[src/rtl/pwm_ins_pkg.sv]
package pwm_ins_pkg;
    // default counter width and fraction width
    localparam int CNT_W_DEF  = 8;
    localparam int FRAC_W_DEF = 4;

    // encoding of the captured idle level
    typedef enum logic {
        LVL_LOW  = 1'b0,
        LVL_HIGH = 1'b1
    } lvl_e;
endpackage

[src/rtl/pwm_ins_sched.sv]
// Decides whether the current period of the frame receives an extra count.
// Fraction bit b fires on periods whose zero-based index has its lowest set bit
// at position FRAC_W-1-b, giving a bit-reversed spread across the frame.
module pwm_ins_sched #(
    parameter int FRAC_W = pwm_ins_pkg::FRAC_W_DEF
) (
    input  logic [FRAC_W-1:0] frac_i,
    input  logic [FRAC_W-1:0] frame_i,
    output logic              ins_o
);
    logic [FRAC_W-1:0] hit;

    for (genvar b = 0; b < FRAC_W; b++) begin : g_bit
        localparam int LSB_POS = FRAC_W - 1 - b;
        localparam logic [FRAC_W-1:0] LOW_MASK = FRAC_W'((1 << LSB_POS) - 1);
        assign hit[b] = frac_i[b] & frame_i[LSB_POS] & ((frame_i & LOW_MASK) == '0);
    end

    assign ins_o = |hit;
endmodule

[src/rtl/pwm_level_cmp.sv]
// Threshold compare and output level selection.
module pwm_level_cmp #(
    parameter int CNT_W = pwm_ins_pkg::CNT_W_DEF
) (
    input  logic             run_i,
    input  logic [CNT_W-1:0] cnt_i,
    input  logic [CNT_W-1:0] duty_i,
    input  logic             ins_i,
    input  logic             init_i,
    input  logic             idle_lvl_i,
    output logic             pwm_o
);
    logic [CNT_W:0] thr;
    logic           active;

    always_comb begin
        thr    = {1'b0, duty_i} + {{CNT_W{1'b0}}, ins_i};
        active = ({1'b0, cnt_i} >= thr);
        pwm_o  = run_i ? (init_i ^ active) : idle_lvl_i;
    end
endmodule

[src/rtl/pwm_insert_gen.sv]
module pwm_insert_gen #(
    parameter int CNT_W  = pwm_ins_pkg::CNT_W_DEF,
    parameter int FRAC_W = pwm_ins_pkg::FRAC_W_DEF
) (
    input  logic              clk_i,
    input  logic              rst_ni,
    input  logic              run_i,
    input  logic              cnt_en_i,
    input  logic [CNT_W-1:0]  duty_i,
    input  logic [FRAC_W-1:0] frac_i,
    input  logic              init_lvl_i,
    output logic              pwm_o,
    output logic              ovf_o
);
    localparam logic [CNT_W-1:0] CNT_MAX = {CNT_W{1'b1}};

    typedef struct packed {
        logic               run;
        logic [CNT_W-1:0]   cnt;
        logic [FRAC_W-1:0]  frame;   // period number minus one
        logic [CNT_W-1:0]   duty;
        logic [FRAC_W-1:0]  frac;
        pwm_ins_pkg::lvl_e  init;
        logic               ovf;
    } state_t;

    state_t st_d, st_q;
    logic   tick;
    logic   wrap;
    logic   ins;

    always_comb begin
        st_d     = st_q;
        st_d.ovf = 1'b0;
        tick     = st_q.run & run_i & cnt_en_i;
        wrap     = tick & (st_q.cnt == CNT_MAX);
        if (!st_q.run) begin
            // stopped: rearm and keep sampling the settings
            st_d.cnt   = '0;
            st_d.frame = '0;
            st_d.duty  = duty_i;
            st_d.frac  = frac_i;
            st_d.init  = pwm_ins_pkg::lvl_e'(init_lvl_i);
            st_d.run   = run_i;
        end else if (!run_i) begin
            st_d.run = 1'b0;
        end else if (tick) begin
            st_d.cnt = st_q.cnt + 1'b1;
            if (wrap) begin
                st_d.frame = st_q.frame + 1'b1;
                st_d.duty  = duty_i;
                st_d.frac  = frac_i;
                st_d.ovf   = 1'b1;
            end
        end
    end

    always_ff @(posedge clk_i or negedge rst_ni) begin
        if (!rst_ni) begin
            st_q <= '0;
        end else begin
            st_q <= st_d;
        end
    end

    pwm_ins_sched #(
        .FRAC_W (FRAC_W)
    ) i_sched (
        .frac_i  (st_q.frac),
        .frame_i (st_q.frame),
        .ins_o   (ins)
    );

    pwm_level_cmp #(
        .CNT_W (CNT_W)
    ) i_cmp (
        .run_i      (st_q.run),
        .cnt_i      (st_q.cnt),
        .duty_i     (st_q.duty),
        .ins_i      (ins),
        .init_i     (st_q.init),
        .idle_lvl_i (init_lvl_i),
        .pwm_o      (pwm_o)
    );

    assign ovf_o = st_q.ovf;
endmodule

[config.mk]
export PLATFORM = sky130hd
export DESIGN_NAME = pwm_insert_gen
export DESIGN_NICKNAME = d
export VERILOG_FILES = /design/src/rtl/pwm_ins_pkg.sv /design/src/rtl/pwm_ins_sched.sv /design/src/rtl/pwm_level_cmp.sv /design/src/rtl/pwm_insert_gen.sv
export SDC_FILE = /design/constraint.sdc
export NUM_CORES = 1
export LEC_CHECK = 0
export ABC_AREA = 1
export BUFFER_PORTS_ARGS = -buffer_cell sky130_fd_sc_hd__buf_2
export CAP_MARGIN = 20
export CORE_MARGIN = 2
export CORE_UTILIZATION = 25
export CTS_CLUSTER_DIAMETER = 60
export DETAILED_ROUTE_END_ITERATION = 6
export GPL_ROUTABILITY_DRIVEN = 0
export GPL_TIMING_DRIVEN = 0
export HOLD_SLACK_MARGIN = 0.03
export MAX_ROUTING_LAYER = met4
export PLACE_DENSITY = 0.42
export SETUP_SLACK_MARGIN = 0.4
export SLEW_MARGIN = 20
export SYNTH_ARGS = -nofsm -noshare
export SYNTH_HDL_FRONTEND = slang
export SYNTH_HIERARCHICAL = 1
export SYNTH_SLANG_ARGS = --single-unit
[constraint.sdc]
create_clock -name clk_i -period 3.7 [get_ports clk_i]
set_input_delay 0.37 -clock clk_i [delete_from_list [all_inputs] [get_ports clk_i]]
set_output_delay 0.37 -clock clk_i [all_outputs]
set_load 0.01 [all_outputs]
==> impl_metrics.tcl, run 1 <==
set metrics [dict create \
    dpl.hpwl_mm 2.919 \
    port-buffer-count 18 \
    relSlewSlack_pct 57.62 \
    syn_to_final_growth_pct 21.90 \
    antenna_left 0 \
    cts_tree "done" \
    synth_nets 249 \
    p_leak_nw 1.008 \
    htreeDepth 1 \
    worstSetupStartpointType "flip-flop" \
    status "completed" \
    drc 0 \
    rsz0062_at_grt "yes" \
    yosysSeqAreaShare_pct 40.79 \
    grt_overflow_total 0 \
    finalPower_mw 0.6136 \
    start_util_pct 25.94 \
    cts_buffers 3 \
    layout_common_cells "75 x nand2_1, 26 x nand3_1, 24 x dfrtp_1, 21 x buf_2, 19 x inv_1" \
    powerDensity_nw_per_um2 303.9 \
    num_rows 29 \
    ir_drop_mv 0.1202 \
    core_sq_um 6386 \
    grt_pass1_wl_mm 6.617 \
    mostFrequentLayoutCell "nand2_1" \
    async_flop_share_pct 100.0 \
    first_pass_iters 5 \
    track_usage_pct 11.85 \
    fmax_mhz 324.2 \
    finalSetupViolCount 0 \
    vias_per_cell 4.433 \
    crit_path_end_kind "output port" \
    hold_class "primary input to async pin" \
    crit_arrival_ns 2.71 \
    final_cell_area_sq_um 2019 \
    dr.first_iter.drc_count 51 \
    drive_gt1_share_pct 22.09 \
    final-max-slew-violation-count 0 \
    path_class "flip-flop to output port" \
    drt-total-wl_mm 3.899 \
    n_antenna_cell 0 \
    fin_nets 279 \
    combPwrFrac_pct 17.9 \
    switchingPower_mw 0.1785 \
    cp.required_ns 3.33 \
    crit_fanout 3 \
    fin_crit_sh_pct 83.36 \
    finalClockSkew_ns 0.004830 \
    finalHoldViolations 0 \
    die_y_um 85.40 \
    clockBufferDepth 2 \
    cts-root-buf "clkbuf_8" \
    synth_top_flop_cell "dfrtp_1" \
    wire_per_inst_um 11.96 \
    layout_min_cycle_time_ns 3.084 \
    vias 1445 \
    tightest_slew_ns 0.6357 \
    synth-seq-cells 27 \
    synth_cell_types 20 \
    swShare_pct 29.09 \
    path_clk_slew_ns 0.10 \
    pre_cts_slack_ns 0.7594 \
    placed_area_sq_um 1843 \
    setup_slack_ns 0.6158 \
    clock_sinks 27 \
    yosysWarnings 6 \
    avgSynthCellArea_sq_um 7.530 \
    synth_edf_count 0 \
    die-area_sq_um 7293 \
    grt_pass1_vias 1324 \
    maxCapViolCount 0 \
    antenna_found_initial 0 \
    pwr-share-seq_pct 54.1 \
    grt_max_degree 28 \
    io_pins 19 \
    insertion_delay_ns 0.27 \
    syn_inst 220 \
    fin_setup_tns_ns 0 \
    p_int_mw 0.4351 \
    power.share.clock_pct 28.0 \
    fp.dieW_um 85.40 \
    syn-cell-area_sq_um 1657 \
]
==> through the flow <==
stage / util (%) / hold WS (ns) / instances
final: 31.62 / 0.1053 / 326
after global routing: 31.62 / 0.1342 / 326
after CTS: 29.58 / 0.1293 / 319
after detailed placement: 28.86 / 0.4416 / 315
after global placement: 28.86 / 0.4407 / 315
after floorplan: - / 0.07441 / 220
==> repair_timing <==
action | 4_1_cts | 5_1_grt
gates resized for setup | 0 | 17
buffers inserted | 0 | 7
endpoints found under the setup margin | 0 | 1
hold buffers | 0 | 0
==> routing by layer <==
| metal | vias up | GRT usage [%] | part of all wire, % |
|---|---|---|---|
| met3 | 2 | 1.459 | 1.9 |
| met2 | 15 | 18.61 | 48 |
| li1 | 761 | - | - |
| met5 | - | - | 0 |
| met4 | 0 | 2.597 | 0.49 |
| met1 | 667 | 16.39 | 49 |
==> final cells by class <==
cell class	instances	area, sq um
Multi-Input combinational cell	169	953.4
Clock buffer	3	41.29
Buffer	4	26.28
Inverter	20	75.07
Sequential cell	27	679.4
Fill cell	702	4367
Clock inverter	1	5.005
Timing Repair Buffer	25	142.6
Tap cell	77	96.34
==> flip-flops by register name (all words and copies together) (netlist names) <==
register / count
st_q: 26
ovf_o: 1
==> worst max-delay path, stage by stage, from the launching register on <==
cell	delay, ns
dfrtp_1	0.41
nand2_1	0.08
nand2_1	0.05
nand3_1	0.08
nand2_2	0.07
ha_4	0.18
ha_4	0.16
nand2_2	0.07
nor2_4	0.04
buf_4	0.13
xnor2_1	0.12
ha_1	0.30
nand2_1	0.07
nor2_1	0.12
nand2_1	0.08
nand3_2	0.07
nand2_2	0.07
nand2_1	0.06
nand2_1	0.04
nand3_1	0.06
nand2_1	0.05
buf_2	0.13
==> kinds of logic (layout without fill, tap and decap cells) <==
family	count (synthesis)	in the layout	share of synthesized area, %
XOR/XNOR	8	8	4.229
AND/OR/NAND/NOR	136	136	35.88
buffers and inverters	24	53	6.117
adder cells (fa/ha/maj)	12	12	9.063
AO/OA/AOI/OAI	13	13	3.927
flip-flops	27	27	40.79
==> final timing paths <==
| path | from | to | slack (ns) | cells past startpoint |
|---|---|---|---|---|
| max | st_q[17] | pwm_o | 0.62 | 21 |
| min | rst_ni | st_q[26] | 0.11 | 1 |
| max reg2reg | st_q[18] | st_q[2] | 2.04 | 7 |
| min reg2reg | st_q[1] | st_q[1] | 0.52 | 2 |
| max in group asynchronous | rst_ni | st_q[14] | 3.14 | 1 |
| min in group clk_i | run_i | st_q[26] | 0.24 | 1 |
==> cells in the mapped netlist (2+ instances only) <==
library cell / number / area, sq um
nand2_1: 77 / 289.0
nand4_1: 3 / 18.77
xnor2_1: 4 / 35.03
a21oi_1: 7 / 35.03
ha_1: 12 / 150.1
buf_2: 3 / 15.01
dfrtp_1: 27 / 675.7
o21ai_0: 6 / 30.03
inv_1: 19 / 71.32
nand2_2: 3 / 18.77
nor2_1: 19 / 71.32
xor2_1: 4 / 35.03
nand3_1: 28 / 140.1
nor2_4: 2 / 22.52
==> power by group through the flow <==
stage / registers, mW / clock network, mW / logic (mW)
CTS: 0.331 / 0.185 / 0.100
floorplan: 0.332 / 0 / 0.0658
global placement: 0.337 / 0 / 0.0988
finish: 0.332 / 0.172 / 0.110
global route: 0.335 / 0.201 / 0.129
detailed placement: 0.337 / 0 / 0.0993
Note: power is estimated with default switching activity, not from simulation.
==> inputs of run 2 (changes only) <==
--- a/config.mk
+++ b/config.mk
@@ -5,7 +5,7 @@
 export SDC_FILE = /design/constraint.sdc
 export NUM_CORES = 1
 export LEC_CHECK = 0
-export ABC_AREA = 1
+export ABC_AREA = 0
 export BUFFER_PORTS_ARGS = -buffer_cell sky130_fd_sc_hd__buf_2
 export CAP_MARGIN = 20
 export CORE_MARGIN = 2
==> constraint.sdc (replaced) <==
create_clock -name clk_i -period 3.1 [get_ports clk_i]
set_input_delay 0.31 -clock clk_i [delete_from_list [all_inputs] [get_ports clk_i]]
set_output_delay 0.31 -clock clk_i [all_outputs]
set_load 0.01 [all_outputs]
==> run 2 against run 1 <==
The flow now finishes with violations (setup timing). Register-to-register slack got worse by 0.74 ns. First-iteration DRC count shrank 7.8%. Hold slack worse by 0.056 ns. Clock skew decreased by 0.0023 ns. Synthesized cell count shrank 35%. Die area decreased by 3.9%. Via count decreased by 18%. Highest routed layer unchanged.
==> impl_metrics.tcl, run 2 <==
set metrics [dict create \
    dpl.hpwl_mm 2.564 \
    antenna_left 0 \
    avgSynthCellArea_sq_um 11.11 \
    synth_top_area_share_pct 42.52 \
    mostFrequentLayoutCell "dfrtp_1" \
    final_cells 249 \
    relSlewSlack_pct 57.91 \
    num_rows 29 \
    syn_to_final_growth_pct 21.57 \
    worstReg2RegEnd "st_q[11]" \
    worstSetupStartpointType "flip-flop" \
    crit_arrival_ns 2.88 \
    yosysTopAreaCell "dfrtp_1" \
    grt_pass1_vias 1234 \
    n_antenna_cell 0 \
    top_register "st_q" \
    drt-total-wl_mm 3.375 \
    layout_min_cycle_time_ns 3.189 \
    synth_cell_types 39 \
    io_pins 19 \
    grt_max_degree 28 \
    drive_gt1_share_pct 36.05 \
    path_class "flip-flop to output port" \
    largest_reg_flops 26 \
    status "finished with violations" \
    insertion_delay_ns 0.27 \
    die_y_um 83.73 \
    violations "setup timing" \
    dpl.cell_count 238 \
    synth_top_cells_by_area "dfrtp_1 43%, ha_1 9.4%, mux2_2 9.2%" \
    finalSetupViolCount 1 \
    synth_nets 172 \
    clock_sinks 27 \
    cts_tree "done" \
    crit_path_end_kind "output port" \
    p_leak_nw 0.8420 \
    cts-root-buf "clkbuf_8" \
    holdBufCountCts 0 \
    r2r.worst_path.cells 5 \
    hold_class "primary input to async pin" \
    vias 1192 \
    start_util_pct 25.46 \
    fillers 648 \
    crit_fanout 3 \
    setup_slack_ns -0.08943 \
    port-buffer-count 18 \
    ir_drop_mv 0.1969 \
    die-area_sq_um 7010 \
    rrSetupSlack_ns 1.30 \
    clockBufferDepth 2 \
    fin_crit_sh_pct 102.9 \
    htreeDepth 1 \
    final-max-slew-violation-count 0 \
    critical_path.cell_chain "nand3b_4, a211oi_2, ha_2, buf_6, nand3_2, xor2_1, ha_1, o21a_1, o2111ai_1, a31oi_1, o31a_1, nand2_1, buf_2" \
    cp.required_ns 2.79 \
    yosysWarnings 6 \
    syn_inst 143 \
    finalHoldViolations 0 \
    wire_per_inst_um 13.55 \
    path_clk_slew_ns 0.09 \
    r2r_start "st_q[19]" \
    first_pass_iters 4 \
    tightest_slew_ns 0.6313 \
    core_sq_um 6241 \
    synth-seq-cells 27 \
    fmax_mhz 313.5 \
    powerDensity_nw_per_um2 352.8 \
    synth_edf_count 0 \
    utilization_pct 30.95 \
    synth_most_common_cell "dfrtp_1" \
    crit_slowest_cell "dfrtp_1" \
    syn-cell-area_sq_um 1589 \
    async_flop_share_pct 100.0 \
    rsz0062_at_grt "yes" \
    synth_common_cells "27 x dfrtp_1, 13 x mux2_2, 13 x nand2_1" \
    fp.dieW_um 83.73 \
    maxCapViolCount 0 \
    fin_setup_tns_ns -0.08943 \
    yosysSeqAreaShare_pct 42.52 \
    track_usage_pct 10.65 \
    crit_start "st_q[16]" \
    fin_nets 202 \
    finalClockSkew_ns 0.002558 \
    cts_buffers 3 \
    dr.first_iter.drc_count 47 \
    synth_top_flop_cell "dfrtp_1" \
    layout_common_cells "25 x dfrtp_1, 19 x buf_2, 13 x mux2_2, 13 x nand2_1, 10 x ha_1" \
    antenna_found_initial 0 \
    grt_overflow_total 0 \
    drc 0 \
    grt_pass1_wl_mm 5.892 \
    finalPower_mw 0.6815 \
    vias_per_cell 4.787 \
    slowest_delay_ns 0.43 \
]
[run 2: changes by cell type after synthesis, sizes merged, moves of 4 or more]
cell,delta
nand3,-23
nand4,+4
mux2i,+4
nand2,-68
nor2,-20
or3,+4
mux2,+13
inv,-13
[run 2: what timing repair did]
item                                   4_1_cts  5_1_grt
endpoints found under the hold margin        0        0
pin swaps                                    6        7
gates resized for setup                      8        3
setup endpoints to repair                    1        1
buffers inserted                             6        1
[run 2: final cells by class]
| class | instances | area [sq um] | area share [%] |
|---|---|---|---|
| Buffer | 2 | 16.27 | 0.8420 |
| Timing Repair Buffer | 25 | 146.4 | 7.578 |
| Multi-Input combinational cell | 106 | 919.6 | 47.60 |
| Inverter | 8 | 30.03 | 1.554 |
| Clock buffer | 4 | 45.04 | 2.332 |
| Tap cell | 77 | 96.34 | 4.987 |
| Sequential cell | 27 | 678.2 | 35.10 |
[run 2: cells by family (layout without fill, tap and decap cells)]
family          after synthesis  count (layout)  synth area share (%)
compound gates               24              24                 10.71
xor+xnor                      8               8                 4.410
fa+ha+maj                    12              12                 9.449
buf+inv                      10              39                 2.913
flops                        27              27                 42.52
mux                          17              17                 11.73
simple gates                 45              45                 18.27
[run 2: routing by layer]
layer	GRT usage, %	vias up	part of all wire [%]
met5	-	-	0
met4	2.933	0	0.56
met3	1.682	2	2.1
met2	19.13	11	54
met1	12.31	588	43
li1	-	591	-
[run 2: critical path, delay by kind of cell, from the launching register on]
family          cells  cell delay, ns
compound gates      5            0.93
fa+ha+maj           2            0.54
flops               1            0.43
simple gates        3            0.31
buf+inv             2            0.24
xor+xnor            1            0.15
[run 2: through the flow]
stage,worst slack (ns),cell area (sq um),hold WS [ns]
floorplan,0.4116,1604,0.01441
global placement,0.05223,1790,0.3506
detailed placement,-0.01253,1790,0.3801
CTS,-0.08835,1912,0.07919
global route,-0.2437,1932,0.08864
finish,-0.08943,1932,0.04955
[run 2: worst max-delay path by stage]
stage / to / cells after the start
global route: pwm_o / 13
floorplan: pwm_o / 12
detailed placement: pwm_o / 12
CTS: pwm_o / 13
global placement: pwm_o / 12
finish: pwm_o / 13
[run 2: power breakdown]
part,internal (mW),switching (mW),total [mW]
combinational,0.0437,0.0407,0.0844
clock,0.0920,0.109,0.201
sequential,0.371,0.0248,0.396
total,0.507,0.175,0.682
==> inputs of run 3 (changes only) <==
--- a/config.mk
+++ b/config.mk
@@ -5,10 +5,10 @@
 export SDC_FILE = /design/constraint.sdc
 export NUM_CORES = 1
 export LEC_CHECK = 0
-export ABC_AREA = 0
+export ABC_AREA = 1
+export ABC_CLOCK_PERIOD_IN_PS = 3100
 export BUFFER_PORTS_ARGS = -buffer_cell sky130_fd_sc_hd__buf_2
 export CAP_MARGIN = 20
-export CORE_MARGIN = 2
 export CORE_UTILIZATION = 25
 export CTS_CLUSTER_DIAMETER = 60
 export DETAILED_ROUTE_END_ITERATION = 6
==> run 3 against run 2 <==
The run now ends clean. Register-to-register slack better by 0.15 ns. Non-clock buffer count increased by 3. Critical endpoint unchanged. Sequential share of layout area fell by 1.9 points. Final cell count increased by 31%. Wire length grew 18%. Global-route usage increased by 1.8 points. First-iteration DRC count grew 26%. Design area up 5.8%. Fmax increased by 7.0%. Critical path type unchanged. Power rose by 9.0%.
==> impl_metrics.tcl, run 3 (same netlist as run 1, synthesis figures left out) <==
set metrics [dict create \
    status "completed" \
    pwr-share-seq_pct 53.4 \
    crit_fanout 3 \
    cp_top_family "simple AND/OR/NAND/NOR gates" \
    final-max-slew-violation-count 0 \
    finalClockSkew_ns 0.003994 \
    combPwrFrac_pct 18.0 \
    slowest_delay_ns 0.44 \
    fmax_mhz 335.5 \
    powerDensity_nw_per_um2 363.4 \
    antenna_left 0 \
    antenna_found_initial 0 \
    path_class "flip-flop to output port" \
    clock_sinks 27 \
    p_leak_nw 1.023 \
    crit_slowest_cell "dfrtp_2" \
    use_met3_pct 1.491 \
    rsz0062_at_grt "yes" \
    core_sq_um 6386 \
    globalRoute.busiestLayer "met2" \
    wire_per_inst_um 12.17 \
    drive_gt1_share_pct 24.00 \
    layout_min_cycle_time_ns 2.980 \
    use_met2_pct 20.27 \
    ir_drop_mv 0.1573 \
    n_antenna_cell 0 \
    setup_slack_ns 0.1197 \
    vias_per_cell 4.541 \
    worst-path-buf-inv 4 \
    fp.dieW_um 83.40 \
    switchingPower_mw 0.2232 \
    syn_to_final_growth_pct 23.41 \
    cts-root-buf "clkbuf_8" \
    cts_tree "done" \
    path_clk_slew_ns 0.10 \
    finalHoldViolations 0 \
    track_usage_pct 12.41 \
    fin_crit_sh_pct 96.14 \
    port-buffer-count 18 \
    crit_path_end_kind "output port" \
    grt_pass1_vias 1381 \
    mostFrequentLayoutCell "nand2_1" \
    die-area_sq_um 6956 \
    cts_buffers 3 \
    holdBufCountCts 0 \
    power.share.clock_pct 28.6 \
    io_pins 19 \
    dr.first_iter.drc_count 59 \
    p_int_mw 0.5198 \
    grt_use_met1_pct 16.49 \
    vias 1485 \
    pre_cts_slack_ns 0.2247 \
    drt-total-wl_mm 3.979 \
    hold_class "primary input to async pin" \
    maxCapViolCount 0 \
    top_register "st_q" \
    first_pass_iters 4 \
    layout_common_cells "73 x nand2_1, 25 x nand3_1, 24 x dfrtp_1, 21 x buf_2, 19 x inv_1" \
    cp.required_ns 2.79 \
    fin_nets 280 \
    crit_arrival_ns 2.67 \
    clockBufferDepth 2 \
    fin_setup_tns_ns 0 \
    tightest_slew_ns 0.6434 \
    num_rows 29 \
    fillers 701 \
    grt_pass1_wl_mm 6.727 \
    dpl.hpwl_mm 2.893 \
    die_y_um 83.40 \
    relSlewSlack_pct 57.11 \
    start_util_pct 25.94 \
    worstSetupStartpointType "flip-flop" \
    largest_reg_flops 26 \
    swShare_pct 30.04 \
    critical_path.cell_chain "inv_1, nand2_1, nand3_1, nand2_2, ha_4, ha_4, nand2_4, nor2_4, buf_4, xnor2_1, ha_1, nand2_2, inv_1, nand2_1, nand3_1, nand2_2, nand2_2, nand2_1, nand3_1, nand2_1, buf_2" \
    finalSetupViolCount 0 \
    drc 0 \
    htreeDepth 1 \
    grt_overflow_total 0 \
    grt_max_degree 28 \
    insertion_delay_ns 0.28 \
]
run 3: through the flow:
step	std cells	hold slack [ns]	power [mW]	area (sq um)	util (%)
floorplan	220	0.01441	0.4743	1657	-
global placement	315	0.3784	0.5207	1843	28.86
detailed placement	315	0.3826	0.5217	1843	28.86
CTS	325	0.07343	0.7485	2007	31.43
global route	327	0.1014	0.7888	2044	32.01
finish	327	0.04455	0.7430	2044	32.01
run 3: final cells by class:
| cell class | instances | area (sq um) | area share (%) |
|---|---|---|---|
| inverter | 20 | 75.07 | 3.672 |
| timing repair buffer | 26 | 150.1 | 7.344 |
| clock buffer | 3 | 41.29 | 2.020 |
| buffer | 4 | 26.28 | 1.285 |
| clock inverter | 1 | 5.005 | 0.2448 |
| tap | 77 | 96.34 | 4.712 |
| sequential | 27 | 679.4 | 33.23 |
| multi-input combinational | 169 | 970.9 | 47.49 |
run 3: per-layer routing:
metal	wire, um	up-vias	part of all wire, %
met5	0	-	0
li1	-	762	-
met1	1991	704	50
met3	92	2	2.3
met4	19	0	0.48
met2	1876	17	47
run 3: repair_timing:
action                     CTS  global route
gates cloned                 0             0
pin swaps                   13            13
setup endpoints to repair    1             1
setup buffers                6             2
gates resized for setup     17             5
hold endpoints to repair     0             0
run 3: worst register-to-register path, delay by kind of cell, from the launching register on:
kind	cells	cell delay, ns
adder cells (fa/ha/maj)	1	0.22
AND/OR/NAND/NOR	5	0.65
flip-flops	1	0.44
buffers and inverters	1	0.23
run 3: path summary, 6_finish.rpt:
| path | from | endpoint | slack (ns) | depth (start not counted) |
|---|---|---|---|---|
| min | rst_ni | st_q[26] | 0.04 | 1 |
| max reg2reg | st_q[18] | st_q[7] | 1.45 | 7 |
| max in group asynchronous | rst_ni | st_q[14] | 2.60 | 1 |
| max | st_q[16] | pwm_o | 0.12 | 21 |
| min reg2reg | st_q[1] | st_q[1] | 0.52 | 2 |
| min in group clk_i | run_i | st_q[26] | 0.17 | 1 |
run 3: power groups by stage:
stage	clock network (mW)	registers, mW	logic, mW
floorplan	0	0.396	0.0785
global placement	0	0.403	0.118
detailed placement	0	0.402	0.119
CTS	0.217	0.396	0.135
global route	0.232	0.401	0.156
finish	0.212	0.397	0.134
